$ cat src/rtl/idle_code_array.sv
module idle_code_array #(
  parameter int NUM_CH = 32,
  parameter int T1_CH  = 24,
  parameter int CODE_W = 8
) (
  input  logic              clk,
  input  logic              rst_n,
  input  logic              mode_e1,
  input  logic              bank_sel,
  input  logic              reg_addr,
  input  logic              reg_wr,
  input  logic              reg_rd,
  input  logic [7:0]        reg_wdata,
  output logic [7:0]        reg_rdata,
  output logic              err_flag,
  input  logic [5:0]        look_ch,
  input  logic              look_bank,
  output logic [CODE_W-1:0] look_code,
  input  logic              ser_start,
  input  logic [5:0]        ser_ch,
  input  logic              bit_en,
  output logic              ser_out,
  output logic              ser_busy
);
  localparam int CH_W  = 6;
  localparam int CNT_W = $clog2(CODE_W + 1);

  logic [7:0]        ctrl;
  logic [CODE_W-1:0] tx_mem [NUM_CH];
  logic [CODE_W-1:0] rx_mem [NUM_CH];
  logic [CODE_W-1:0] shreg;
  logic [CNT_W-1:0]  cnt;

  wire [CH_W-1:0] ptr    = ctrl[5:0];
  wire            g_tx   = ctrl[6];
  wire            g_rx   = ctrl[7];
  wire [CH_W-1:0] nch    = mode_e1 ? CH_W'(NUM_CH) : CH_W'(T1_CH);
  wire            ptr_ok = (ptr != '0) && (ptr <= nch);
  wire            dwr    = reg_wr && reg_addr;
  wire            single = dwr && !g_tx && !g_rx;

  function automatic logic [CODE_W-1:0] pick(input logic [CH_W-1:0] ch, input logic bank,
                                             input logic [CODE_W-1:0] tm [NUM_CH],
                                             input logic [CODE_W-1:0] rm [NUM_CH]);
    logic [CODE_W-1:0] v;
    v = '0;
    for (int i = 0; i < NUM_CH; i++)
      if (ch == CH_W'(i + 1)) v = bank ? rm[i] : tm[i];
    return v;
  endfunction

  always_ff @(posedge clk) begin
    if (!rst_n) begin
      ctrl     <= '0;
      err_flag <= 1'b0;
    end else begin
      if (reg_wr && !reg_addr) ctrl <= reg_wdata;
      if (single && !ptr_ok) err_flag <= 1'b1;
    end
  end

  for (genvar i = 0; i < NUM_CH; i++) begin : g_entry
    wire in_mode = CH_W'(i + 1) <= nch;
    wire hit     = single && ptr_ok && (ptr == CH_W'(i + 1));
    wire tx_we   = (dwr && g_tx && in_mode) || (hit && !bank_sel);
    wire rx_we   = (dwr && g_rx && in_mode) || (hit && bank_sel);
    always_ff @(posedge clk) begin
      if (!rst_n) begin
        tx_mem[i] <= '0;
        rx_mem[i] <= '0;
      end else begin
        if (tx_we) tx_mem[i] <= reg_wdata[CODE_W-1:0];
        if (rx_we) rx_mem[i] <= reg_wdata[CODE_W-1:0];
      end
    end
  end

  always_ff @(posedge clk) begin
    if (!rst_n) reg_rdata <= '0;
    else if (reg_rd) begin
      if (!reg_addr) reg_rdata <= ctrl;
      else if (g_tx || g_rx) reg_rdata <= '0;
      else reg_rdata <= 8'(pick(ptr, bank_sel, tx_mem, rx_mem));
    end
  end

  assign look_code = pick(look_ch, look_bank, tx_mem, rx_mem);

  always_ff @(posedge clk) begin
    if (!rst_n) begin
      shreg <= '0;
      cnt   <= '0;
    end else if (ser_start) begin
      shreg <= pick(ser_ch, 1'b0, tx_mem, rx_mem);
      cnt   <= CNT_W'(CODE_W);
    end else if (bit_en && cnt != '0) begin
      shreg <= shreg << 1;
      cnt   <= cnt - 1'b1;
    end
  end

  assign ser_out  = shreg[CODE_W-1];
  assign ser_busy = cnt != '0;


  ctrl_write_chk: assert property (@(posedge clk) disable iff (!rst_n)
    (reg_wr && !reg_addr) |=> ctrl == $past(reg_wdata));

  tx_bcast_chk: assert property (@(posedge clk) disable iff (!rst_n)
    (dwr && g_tx) |=> tx_mem[0] == $past(reg_wdata[CODE_W-1:0]));

  bad_ptr_err_chk: assert property (@(posedge clk) disable iff (!rst_n)
    (single && !ptr_ok) |=> err_flag);

  err_sticky_chk: assert property (@(posedge clk) disable iff (!rst_n)
    err_flag |=> err_flag);

  ser_load_chk: assert property (@(posedge clk) disable iff (!rst_n)
    ser_start |=> ser_busy);

  ser_cnt_chk: assert property (@(posedge clk) disable iff (!rst_n)
    cnt <= CNT_W'(CODE_W));
endmodule

$ cat config.mk
export PLATFORM = sky130hd
export DESIGN_NAME = idle_code_array
export DESIGN_NICKNAME = d
export VERILOG_FILES = /design/src/rtl/idle_code_array.sv
export SDC_FILE = /design/constraint.sdc
export NUM_CORES = 2
export LEC_CHECK = 0
export BUFFER_PORTS_ARGS = -buffer_cell sky130_fd_sc_hd__buf_2
export CELL_PAD_IN_SITES_DETAIL_PLACEMENT = 1
export CELL_PAD_IN_SITES_GLOBAL_PLACEMENT = 2
export CORE_MARGIN = 4
export CORE_UTILIZATION = 42
export CTS_CLUSTER_SIZE = 24
export DETAILED_ROUTE_END_ITERATION = 8
export GPL_TIMING_DRIVEN = 0
export PLACE_DENSITY = 0.79
export SLEW_MARGIN = 5
export SYNTH_ARGS = -nofsm -noshare
export SYNTH_HDL_FRONTEND = slang
export SYNTH_SLANG_ARGS = --single-unit
$ cat constraint.sdc
create_clock -name clk -period 4.1 [get_ports clk]
set_input_delay 0.82 -clock clk [delete_from_list [all_inputs] [get_ports clk]]
set_output_delay 0.82 -clock clk [all_outputs]
set_load 0.05 [all_outputs]
# After elaboration in Yosys (flattened, before gate mapping)
# Index checks and enable logic that the tools add are counted.
# word_totals
out_inout_bits	19
input_bits	30
elab_cells	612
regBits	541
# op_classes
bitwise_logic	1
reduce_logical	244
muxes	167
magnitude_cmp	33
n_eq_ne	96
addsub	1
# ops
op	n
$mux 8	164
$eq 6x5->1 const B	48
$logic_and 1x1->1	170
$eq 6x4->1 const B	24
$le 5x6->1 const A	16
$eq 6x3->1 const B	12
$logic_or 1x1->1	65
$le 4x6->1 const A	8
$eq 6x2->1 const B	6
$le 3x6->1 const A	4
$eq 6x1->1 const B	3
$eq 6x6->1 const B	3
$le 2x6->1 const A	2
$mux 4	2
$le 1x6->1 const A	1
$le 6x6->1	1
$le 6x6->1 const A	1
$mux 6	1
$reduce_bool 6->1	1
$logic_not 1->1	5
$reduce_bool 4->1	1
$sub 4x1->4 const B	1
$reduce_bool 2->1	1
$reduce_or 2->1	1
$not 1->1	1

# Logic depth before layout (Yosys ltp)
# depth
word_depth	35
depth_mapped	14
mapped_depth_nobuf	10

# Worst setup path after synthesis
# OpenSTA, ideal clock, no wires.
# synth_timing
path_type	in2out
startpoint	input port look_ch[1]
endpoint	output port look_code[5]
setup_slack_ps	-405
n_path_buf	2
cell_stages	10
arrival_time_ps	3685
required_ps	3280
cell_sequence	clkbuf_1 -> buf_2 -> nor2_1 -> nand2_1 -> o22ai_1 -> nor2_1 -> a221oi_1 -> a211oi_1 -> o31a_1 -> o31ai_1
# synth_between
elab_chain_cells	33
word_cells_on_any_way	64
cone_classes	32 x eq/ne; 32 x mux
# synth_rtl
item	line	text
start, declared	16	input logic [5:0] look_ch,
$eq 6x1->1	48	if (ch == CH_W'(i + 1)) v = bank ? rm[i] : tm[i];
$mux 8 (31 in series)	48	
$mux 8 (*)	48	
end, declared	18	output logic [CODE_W-1:0] look_code,
# Every way passes the cells marked *; elsewhere a longest branch is shown, timed or not.

# Worst setup path after layout
# layout_timing
startpoint	input port look_ch[4]
endpoint	output port look_code[2]
# Same word-level chain as after synthesis.

==> results.md <==
Yosys:
- The async set-reset flop share out of synthesis is 0%.
- The number of synthesized flops with an enable pin is 0.
- The Yosys warning count is 0.
- The predominant post-synthesis flop cell is sky130_fd_sc_hd__dfxtp_1.
- The area share of and/or/nand/nor cells after synthesis is 18.0%.
- Summing the sequential cell areas from Yosys gives 30.8% of the chip area.
- The portion of synthesized area spent on multiplexers is 29.5%.
- The area share of xor/xnor cells in the synthesized design is 0.0747%.
- The synthesized net count is 3849.
- By instance count, the leading cell after synthesis is sky130_fd_sc_hd__mux2i_1.
- Summed over all instances, the cell type with the most area after synthesis is sky130_fd_sc_hd__dfxtp_1.
- After technology mapping, the gate count stands at about 3800.
- By area, the combinational part of the netlist is dominated by multiplexers.
- The total standard cell area after synthesis is 35200 µm².
- After synthesis, the cell types taking the most area are sky130_fd_sc_hd__dfxtp_1, sky130_fd_sc_hd__mux2i_1, sky130_fd_sc_hd__nor2b_1.
- The share of the synthesized area in compound gates (AO/OA/AOI/OAI) is 17.2%.
- Sorting the synthesized cells by how often they occur yields sky130_fd_sc_hd__mux2i_1, sky130_fd_sc_hd__dfxtp_1, sky130_fd_sc_hd__nor2b_1.
- The per-instance average area after synthesis is 9.22 µm².
- Counting flops and latches in the post-synthesis netlist gives around 540.
- The post-synthesis adder-cell area fraction is less than 1%.
- The unique cell type count in the Yosys netlist is 88.
- The share of synthesized area in the top cell type comes to 30.8%.

Timing:
- At the pin with the least slew margin, the transition time is between 1.5 and 2 ns.
- Setup violations remaining at the end of the flow were counted as 23.
- Setup repair after global routing could not meet its margin everywhere.
- The final critical path time including I/O delays and setup is 4.50 ns.
- The final count of hold timing violations was 0.
- Headroom to the max-slew limit came out at -4.14%.
- Derived from the worst setup path, the maximum achievable clock frequency is ~220 MHz.
- The post-route worst setup slack is -0.399 ns.
- The total count of max-transition violations in the final report came to 21.
- The clock skew is 0.0399 ns.
- The setup TNS is -5.00 ns.
- The ratio of final minimum period to clock period is 110%.

Global route:
- Global routing used between 40 and 50% of the available tracks.
- The residual overflow from global routing is 0.
- The number of global-route vias before repair is 35500.
- The first global-routing pass estimated 307 mm of wire.
- The number of antenna violations at the first check in global routing came to 13.
- The maximum number of pins on one net before global-route repair is 20.

Floorplanning:
- The die covers between 80000 and 90000 µm².
- The floorplan step set the die height to just under 300 µm.
- The die width is 297 µm.
- The effective utilization at floorplan is 42.6%.
- The count of boundary I/O pins is 49.
- Row generation in the floorplan step produced between 100 and 150 rows.
- The core box area is around 83000 µm².

Pwr:
- The fraction of power consumed by the clock network is 42.2%.
- In this run the power density over the cells is about 330 nW/µm².
- In this run the power spent charging and discharging nets is between 4000 and 5000 µW.
- The worst-case IR drop observed on VDD is about 0.33 mV.
- The switching part of the total power is 31.0%.
- Combinational logic burns 17.5% of the power.
- The leakage power total is 0.0155 µW.
- The internal power contribution is 9340 µW.
- The sequential fraction of design power is 40.3%.

Placement:
- The number of input and output port buffers inserted is 32.
- After detailed placement, the total cell area comes to around 37000 µm².
- The final HPWL from detailed placement is 171 mm.
- Routability-driven placement finished with a final weighted congestion of 1.09.

Setup path:
- The critical path goes through buf_12 -> buf_8 -> buf_4 -> and4bb_4 -> nand2_2 -> clkbuf_8 -> o2111ai_4 -> a2111oi_4 -> nor4_4 -> o211ai_1 -> nand3_2 -> o21ai_4 -> buf_6.
- STA classifies the critical path endpoint as an output port.
- The kind of critical path is input port to output port.
- On the worst path, the slowest cell contributes a delay of around 0.57 ns.
- At the worst endpoint, the required time is 3.28 ns.
- The arrival time at the worst endpoint is approximately 3.7 ns.
- The kind of cell adding the most delay to the critical path is simple AND/OR/NAND/NOR gates.
- In this run the worst path has a maximum fanout of 10.
- On the critical path, the stage with the largest delay is an instance of sky130_fd_sc_hd__nor4_4.
- Counting both buffers and inverters, the worst setup path holds a total of 5.
- The kind of launch point of the worst setup path is an input port.

Layout:
- With fillers left out, the area of the finished cells amounts to between 40000 and 50000 µm².
- For this run, the post-layout net count is ~4000.
- In the final layout, the share of cells above drive strength 1 is 18.4%.
- Compared with the post-synthesis result, the final layout area differs by 18.1%.
- The number of fill cells in the layout is 9270.

Routing:
- The routed wirelength normalized by instance count is 44.8 µm.
- The pre-antenna-repair detailed-routing pass consisted of 7 iterations.
- The per-cell via count in the routed design is 7.18.
- For this block, the via count after detailed routing is 36700.
- The DRC violation total after the first TritonRoute iteration is 5808.
- Once detail routing completed, the nets flagged for antenna violations numbered 0.
- In the routed design, unresolved DRC markers number 0.
- Wires add up to roughly 230 mm.

Worst hold path:
- The tightest min-delay check is of the flop to flop type.

Status:
- The final reports fail on capacitance limit, slew limit, setup timing.
- The flow ran to the end, but the final reports show violations.

CTS:
- In this run, CTS created clock tree buffers numbering between 50 and 60.
- The cell at the root of the clock tree is sky130_fd_sc_hd__clkbuf_16.
- The H-tree was split into 2 levels.
- After clock tree synthesis, the clock-pin slew on the worst setup and hold paths is 0.06 ns.
- CTS saw 541 sinks.
- In this run the deepest clock path goes through 3 buffers.
- The later pin in the worst-skew pair is clocked with a latency of 0.70 ns.
- TritonCTS built the clock tree.

Flow run:
- Max-cap violations in this run came to 2.
[repair_timing]
action / in CTS / in global routing
setup buffers: 67 / 25
endpoints found under the setup margin: 21 / 16
gates resized for setup: 427 / 55
cloned: 4 / 0
hold endpoints to repair: 0 / 0
hold buffers: 0 / 0
pin swaps: 57 / 31
[registers in the layout (all words and copies together) (netlist names)]
signal     cells
rx_mem       256
tx_mem       256
ctrl           8
reg_rdata      8
shreg          8
cnt            4
err_flag       1
[placed cells by master (no fill, tap or decap), types with 35 or more instances in the layout]
| cell type | instances |
|---|---|
| sky130_fd_sc_hd__o21ai_0 | 172 |
| sky130_fd_sc_hd__buf_4 | 102 |
| sky130_fd_sc_hd__nor2b_1 | 536 |
| sky130_fd_sc_hd__dfxtp_1 | 538 |
| sky130_fd_sc_hd__mux2_2 | 99 |
| sky130_fd_sc_hd__o21ai_4 | 40 |
| sky130_fd_sc_hd__buf_2 | 59 |
| sky130_fd_sc_hd__nand3_1 | 52 |
| sky130_fd_sc_hd__a21oi_1 | 158 |
| sky130_fd_sc_hd__mux2i_1 | 854 |
| sky130_fd_sc_hd__nand2_1 | 166 |
| sky130_fd_sc_hd__nor2_1 | 133 |
| sky130_fd_sc_hd__a211oi_1 | 35 |
| sky130_fd_sc_hd__clkbuf_16 | 63 |
| sky130_fd_sc_hd__clkbuf_1 | 145 |
| sky130_fd_sc_hd__o22ai_1 | 51 |
[final cells by class]
type	instances	area, µm²	share of cell area [%]
timing repair buffer	130	1150	2.77
multi-input combinational	2939	24000	57.8
clock inverter	22	293	0.705
inverter	19	75.1	0.181
tap	1070	1340	3.22
clock buffer	84	1720	4.14
antenna	6	15.0	0.0361
sequential	541	10800	26.1
buffer	309	2080	5.02
[per-stage QoR]
stage | cells | hold slack [ns] | setup slack [ns] | util [%] | power (µW)
2_1_floorplan | 3815 | 0.484 | 0.0126 | - | 6570
3_3_place_gp | 4917 | 0.449 | -3.37 | 44.5 | 7480
3_5_place_dp | 4919 | 0.479 | -2.83 | 44.5 | 7500
4_1_cts | 5090 | 0.493 | -0.346 | 49.8 | 13300
5_1_grt | 5114 | 0.527 | -0.288 | 50.3 | 13700
6_report | 5120 | 0.487 | -0.399 | 50.3 | 13500
[routing by layer]
layer / vias up / GRT usage (%) / wire [µm]
met5: - / 0.271 / 83
met4: 12 / 32.8 / 19500
met3: 978 / 19.0 / 31200
met2: 3054 / 69.1 / 89600
met1: 18300 / 63.3 / 88900
li1: 14400 / - / -
[power groups by stage]
| stage | clock [µW] | sequential, µW | combinational (µW) |
|---|---|---|---|
| after floorplan | 0 | 5520 | 1050 |
| after global placement | 0 | 5560 | 1920 |
| after detailed placement | 0 | 5560 | 1940 |
| after CTS | 5700 | 5440 | 2160 |
| after global routing | 5940 | 5450 | 2320 |
| final | 5700 | 5450 | 2370 |
[kinds of logic (layout without fill, tap and decap cells)]
family                     Yosys count  count (layout)
xor gates and xnor gates             3               3
AOI/OAI and AO/OA                  827             827
DFF                                541             541
and+or+nand+nor                   1118            1118
adders and majority gates            4               4
buffers and inverters              335             564
other                                0               6
muxes                              987             987
[path summary, 6_finish.rpt]
check              from  cells past startpoint      endpoint  slack (ns)
max reg2reg     ctrl[0]                      9  reg_rdata[1]       -0.33
max          look_ch[4]                     13  look_code[2]       -0.40
min            err_flag                      1      err_flag        0.49
min reg2reg    err_flag                      1      err_flag        0.49
No activity file was read; power rests on OpenSTA's default activity.
